===== src/rtl/rtc_pkg.sv =====
package rtc_pkg;

  localparam int NFIELD = 8;
  localparam int F_SEC  = 0;
  localparam int F_MIN  = 1;
  localparam int F_HR   = 2;
  localparam int F_WDAY = 3;
  localparam int F_DATE = 4;
  localparam int F_MON  = 5;
  localparam int F_YR   = 6;
  localparam int F_CEN  = 7;

  typedef logic [7:0] bcd_t;

  typedef struct packed {
    bcd_t cen;
    bcd_t yr;
    bcd_t mon;
    bcd_t date;
    bcd_t wday;
    bcd_t hr;
    bcd_t min;
    bcd_t sec;
  } rtc_time_t;

  localparam rtc_time_t RST_TIME = '{cen: 8'h00, yr: 8'h00, mon: 8'h01,
                                     date: 8'h01, wday: 8'h01, hr: 8'h00,
                                     min: 8'h00, sec: 8'h00};

  function automatic bcd_t bcd_inc(bcd_t b);
    if (b[3:0] == 4'h9) return {b[7:4] + 4'h1, 4'h0};
    return {b[7:4], b[3:0] + 4'h1};
  endfunction

  function automatic logic year_is_leap(bcd_t y);
    logic [6:0] v;
    v = 7'(y[7:4]) * 7'd10 + 7'(y[3:0]);
    return (v[1:0] == 2'b00);
  endfunction

  function automatic bcd_t month_end(bcd_t mon, bcd_t yr);
    case (mon)
      8'h02:                      return year_is_leap(yr) ? 8'h29 : 8'h28;
      8'h04, 8'h06, 8'h09, 8'h11: return 8'h30;
      default:                    return 8'h31;
    endcase
  endfunction

endpackage


===== src/rtl/rtc_next_time.sv =====
module rtc_next_time
  import rtc_pkg::*;
(
  input  rtc_time_t now_t,
  output rtc_time_t next_t
);

  logic c_min, c_hr, c_day, c_mon, c_yr, c_cen;

  always_comb begin
    next_t = now_t;
    c_min  = (now_t.sec == 8'h59);
    c_hr   = c_min && (now_t.min == 8'h59);
    c_day  = c_hr && (now_t.hr == 8'h23);
    c_mon  = c_day && (now_t.date == month_end(now_t.mon, now_t.yr));
    c_yr   = c_mon && (now_t.mon == 8'h12);
    c_cen  = c_yr && (now_t.yr == 8'h99);

    next_t.sec = c_min ? 8'h00 : bcd_inc(now_t.sec);
    if (c_min) next_t.min = c_hr ? 8'h00 : bcd_inc(now_t.min);
    if (c_hr)  next_t.hr  = c_day ? 8'h00 : bcd_inc(now_t.hr);
    if (c_day) begin
      next_t.wday = (now_t.wday == 8'h07) ? 8'h01 : bcd_inc(now_t.wday);
      next_t.date = c_mon ? 8'h01 : bcd_inc(now_t.date);
    end
    if (c_mon) next_t.mon = c_yr ? 8'h01 : bcd_inc(now_t.mon);
    if (c_yr)  next_t.yr  = c_cen ? 8'h00 : bcd_inc(now_t.yr);
    if (c_cen) next_t.cen = (now_t.cen == 8'h99) ? 8'h00 : bcd_inc(now_t.cen);
  end

endmodule


===== src/rtl/rtc_counter_core.sv =====
module rtc_counter_core
  import rtc_pkg::*;
(
  input  logic              clk,
  input  logic              rst,
  input  logic              tick,
  input  logic              load,
  input  logic [NFIELD-1:0] load_mask,
  input  rtc_time_t         load_val,
  output rtc_time_t         cur_t,
  output rtc_time_t         nxt_t
);

  rtc_next_time u_next (
    .now_t  (cur_t),
    .next_t (nxt_t)
  );

  always_ff @(posedge clk) begin
    if (rst) begin
      cur_t <= RST_TIME;
    end else if (load) begin
      for (int i = 0; i < NFIELD; i++)
        if (load_mask[i]) cur_t[8*i +: 8] <= load_val[8*i +: 8];
    end else if (tick) begin
      cur_t <= nxt_t;
    end
  end

  assert_tick_advances_R7: assert property (@(posedge clk) disable iff (rst)
    (tick && !load) |=> (cur_t != $past(cur_t)));

  assert_idle_counters_hold_R9: assert property (@(posedge clk) disable iff (rst)
    (!tick && !load) |=> $stable(cur_t));

  assert_second_wraps_R3: assert property (@(posedge clk) disable iff (rst)
    (tick && !load && cur_t.sec == 8'h59) |=> (cur_t.sec == 8'h00));

endmodule


===== src/rtl/rtc_shadow_bank.sv =====
module rtc_shadow_bank
  import rtc_pkg::*;
#(
  parameter int ADDR_W   = 19,
  parameter int TIME_OFS = 6,
  parameter int CTL_OFS  = 7,
  parameter int CENT_OFS = 14
) (
  input  logic              clk,
  input  logic              rst,
  input  logic              tick_1hz,
  input  logic [ADDR_W-1:0] bus_addr,
  input  logic              bus_wr,
  input  logic [7:0]        bus_wdata,
  output logic [7:0]        bus_rdata
);

  localparam logic [ADDR_W-1:0] TOP_ADDR = '1;
  localparam logic [ADDR_W-1:0] CTL_ADDR = TOP_ADDR - ADDR_W'(CTL_OFS);
  localparam int B_FREEZE = 7;
  localparam int B_HOLD   = 6;

  function automatic logic [ADDR_W-1:0] field_addr(int i);
    if (i == F_CEN) return TOP_ADDR - ADDR_W'(CENT_OFS);
    return TOP_ADDR - ADDR_W'(TIME_OFS - i);
  endfunction

  logic [7:0]        vis [NFIELD];
  logic [7:0]        ctl;
  logic [NFIELD-1:0] dirty;
  logic [NFIELD-1:0] hit_time;
  logic              hit_ctl;
  logic              refresh, load;
  rtc_time_t         vis_flat, cur_t, nxt_t;
  logic [7:0]        rd_nx;

  always_comb begin
    for (int i = 0; i < NFIELD; i++) begin
      hit_time[i]        = (bus_addr == field_addr(i));
      vis_flat[8*i +: 8] = vis[i];
    end
    hit_ctl = (bus_addr == CTL_ADDR);
  end

  assign refresh = tick_1hz && !ctl[B_FREEZE] && !ctl[B_HOLD];
  assign load    = bus_wr && hit_ctl && ctl[B_FREEZE] && !bus_wdata[B_FREEZE];

  rtc_counter_core u_core (
    .clk       (clk),
    .rst       (rst),
    .tick      (tick_1hz),
    .load      (load),
    .load_mask (dirty),
    .load_val  (vis_flat),
    .cur_t     (cur_t),
    .nxt_t     (nxt_t)
  );

  always_ff @(posedge clk) begin
    if (rst) begin
      for (int i = 0; i < NFIELD; i++) vis[i] <= RST_TIME[8*i +: 8];
      dirty <= '0;
      ctl   <= 8'h00;
    end else begin
      for (int i = 0; i < NFIELD; i++) begin
        if (bus_wr && hit_time[i]) vis[i] <= bus_wdata;
        else if (refresh)          vis[i] <= nxt_t[8*i +: 8];
      end
      if (load) dirty <= '0;
      else if (bus_wr && ctl[B_FREEZE]) dirty <= dirty | hit_time;
      if (bus_wr && hit_ctl) ctl <= bus_wdata;
    end
  end

  always_comb begin
    rd_nx = 8'h00;
    if (hit_ctl) rd_nx = ctl;
    for (int i = 0; i < NFIELD; i++)
      if (hit_time[i]) rd_nx = vis[i];
  end

  always_ff @(posedge clk) begin
    if (rst) bus_rdata <= 8'h00;
    else     bus_rdata <= rd_nx;
  end

  assert_copies_held_R8: assert property (@(posedge clk) disable iff (rst)
    ((ctl[B_FREEZE] || ctl[B_HOLD]) && !bus_wr) |=> $stable(vis_flat));

  assert_unmapped_reads_zero_R2: assert property (@(posedge clk) disable iff (rst)
    (!(|hit_time) && !hit_ctl) |=> (bus_rdata == 8'h00));

  assert_release_clears_dirty_R9: assert property (@(posedge clk) disable iff (rst)
    load |=> (dirty == '0));

endmodule


===== config.mk =====
export PLATFORM = sky130hd
export DESIGN_NAME = rtc_shadow_bank
export DESIGN_NICKNAME = d
export VERILOG_FILES = /design/src/rtl/rtc_pkg.sv /design/src/rtl/rtc_next_time.sv /design/src/rtl/rtc_counter_core.sv /design/src/rtl/rtc_shadow_bank.sv
export SDC_FILE = /design/constraint.sdc
export NUM_CORES = 1
export LEC_CHECK = 0
export ABC_AREA = 0
export BUFFER_PORTS_ARGS = -buffer_cell sky130_fd_sc_hd__buf_2
export CAP_MARGIN = 30
export CORE_UTILIZATION = 40
export DETAILED_ROUTE_END_ITERATION = 16
export PLACE_DENSITY_LB_ADDON = 0.25
export SLEW_MARGIN = 20
export SYNTH_ARGS = -nofsm -noshare
export SYNTH_HDL_FRONTEND = slang
export SYNTH_SLANG_ARGS = --single-unit

===== constraint.sdc =====
create_clock -name clk -period 2.75 [get_ports clk]
set_input_delay 0.55 -clock clk [delete_from_list [all_inputs] [get_ports clk]]
set_output_delay 0.55 -clock clk [all_outputs]
set_load 0.03 [all_outputs]

==> results.toml <==
[status]
outcome = "completed"

[flow_run]
cap_violations = 0

[place]
gp_congestion = 0.935
port_buffers = 38
dp_slack_ns = -0.0723
dp_hpwl_um = 23900
placed_cell_area_mm2 = 0.0106

[yosys]
synth_cell_types = 86
synth_top_family_by_area = "compound AO/OA/AOI/OAI gates"
synthFlopType = "dfxtp_1"
synth_seq_area_share = 0.390
yosys_warnings = 0
synth_compound_area_frac = 0.256
ys_ff_latch = 152
synth_adder_area_share = 0.0397
synthCells = 1132
synth.area.mux_share = 0.0286
syn_avg_cell_area_um2 = 8.35
postSynth.asyncResetShare = 0
synth_area_mm2 = 0.00945
synthSimpleGateAreaFrac = 0.228
synth_edf_count = 64
synth_fp_nets = 1193
synth_xor_area_frac = 0.0148

[finish]
area.growth.synth_to_final_pct = 19.7
nNetsFinal = 1296
drive_gt1_frac = 0.186
final_common_cell = "nand2_1"
final_cell_mix = "nand2_1 (146), o21ai_0 (114), buf_4 (111)"
fin_util = 0.494
design_area_mm2 = 0.0113
diodes = 0
fillCellCount = 2153

[setup_path]
critPathSlowestCell = "nor4_1"
cp_num_buf_inv = 1
critical_path_class = "reg -> reg"
cp_data_arrival_time_ns = 2.89
cp-start-kind = "flop"
max_stage_delay_ns = 0.64
crit_path_end_kind = "flop"
path_common_cell = "mux2i_1"
critPathRequiredTime_ns = 2.91
path_cells = "or4_4 > nor4_1 > buf_4 > o2111ai_1 > nor2_1 > o21ai_0 > mux2i_1 > mux2i_1"
cp_top_family = "simple AND/OR/NAND/NOR gates"
path_max_fanout = 3

[floorplan]
dieArea_mm2 = 0.0242
die_w_um = 156
coreArea_mm2 = 0.0229
io_pins = 39
die_h_um = 156
num_rows = 55
initial_core_util = 0.412

[route]
drtAntennaViolNets = 0
wirelength_um = 32300
drc = 0
wl_per_cell_um = 20.7
drtIter0Drc = 987
dr.pass1.iters = 5
viasPerCell = 5.94
num_vias = 9265

[global_routing]
grt.total_usage = 0.272
overflow = 0
grt_pass1_wl_um = 49700
grt_max_degree = 44
grt_pass1_vias = 8431
antenna_found_initial = 0

[cts]
cts_made_buffers = 17
cts_root_buffer = "clkbuf_16"
h-tree-depth = 4
clock_latency_ns = 0.43
cts_tree = "done"
clockBufferDepth = 2
cts.reportedPaths.clkPinSlew_ns = 0.06
cts.sinks = 152

[sta]
final.setup.worst_slack_ns = 0.0161
max_freq_mhz = 366
final.setup.tns_ns = 0
relSlewSlack = 0.521
finalHoldViolCount = 0
drv_slew = 0
fin_crit_sh = 0.994
fin_skew_ns = 0.0111
max_slew.worst_pin.slew_ns = 0.718
period_minus_slack_ns = 2.73
setup_violations = 0

[min_path]
hold_class = "in -> reg"

[pwr]
p_leak_uw = 0.00429
vdd_ir_drop_max_uv = 399
power_uw = 5440
power_density_mw_per_mm2 = 481
## where the power goes
part	total, µW	internal, µW	switching [µW]	leakage, µW
clock network	2440	1450	983	0.000283
logic	474	164	310	0.00259
registers	2530	2440	89.3	0.00142
total	5440	4060	1380	0.00429
## repair_timing
action                                  CTS  global route
pin swaps                                 0             1
setup buffers                             0             6
gates resized for setup                   1            14
endpoints found under the setup margin   15            38
hold buffers                              0             0
## kinds of logic after synthesis
| logic type | Yosys count |
|---|---|
| compound gates | 372 |
| buf+inv | 96 |
| simple gates | 440 |
| mux | 26 |
| xor+xnor | 16 |
| fa+ha+maj | 30 |
| flops | 152 |
## cell usage after synthesis (18+ instances only)
| master | instances | area (µm²) |
|---|---|---|
| a211oi_1 | 19 | 143 |
| a21oi_1 | 91 | 455 |
| a31oi_1 | 18 | 113 |
| clkbuf_1 | 49 | 184 |
| dfxtp_1 | 88 | 1760 |
| edfxtp_1 | 64 | 1920 |
| ha_1 | 30 | 375 |
| inv_1 | 28 | 105 |
| mux2i_1 | 18 | 180 |
| nand2_1 | 146 | 548 |
| nand3_1 | 38 | 190 |
| nor2_1 | 104 | 390 |
| nor3_1 | 39 | 195 |
| o21ai_0 | 114 | 571 |
## area by class of cell
class | instances | area (µm²) | share of cell area
Multi-Input combinational cell | 884 | 5450 | 0.481
Sequential cell | 152 | 3690 | 0.326
Timing Repair Buffer | 152 | 1080 | 0.0958
Clock buffer | 21 | 450 | 0.0398
Tap cell | 313 | 392 | 0.0346
Clock inverter | 11 | 149 | 0.0132
Inverter | 28 | 105 | 0.00929
## stage by stage
step	std cells	hold WS (ns)
final	1561	0.444
after CTS	1555	0.427
after global routing	1561	0.444
after detailed placement	1523	0.449
after floorplan	1132	0.429
after global placement	1521	0.435
## path summary, 6_finish.rpt
path,endpoint,slack [ns],cells past startpoint,from
setup / recovery,vis[1][28]$_SDFFCE_PP0P_,0.02,8,u_core.cur_t[23]$_SDFFE_PP0P_
hold / removal,ctl[3]$_SDFFE_PP0P_,0.44,3,bus_wdata[3]
setup reg to reg,vis[1][28]$_SDFFCE_PP0P_,0.02,8,u_core.cur_t[23]$_SDFFE_PP0P_
hold reg to reg,ctl[0]$_SDFFE_PP0P_,0.46,2,ctl[0]$_SDFFE_PP0P_
## routing by layer
layer / wire length [µm] / GRT usage
met1: 14100 / 0.371
met2: 14700 / 0.427
met3: 2380 / 0.0458
met4: 1090 / 0.108
met5: 0 / 0
## sequential cells by signal, summed over array words and instances (netlist names)
name,count
u_core.cur_t,64
vis,64
dirty,8
ctl,8
bus_rdata,8
## tightest hold or removal path, stage by stage
cell	delay (ns)
buf_2	0.15
nand2_1	0.07
a21oi_1	0.06
No activity file was read; power rests on OpenSTA's default activity.
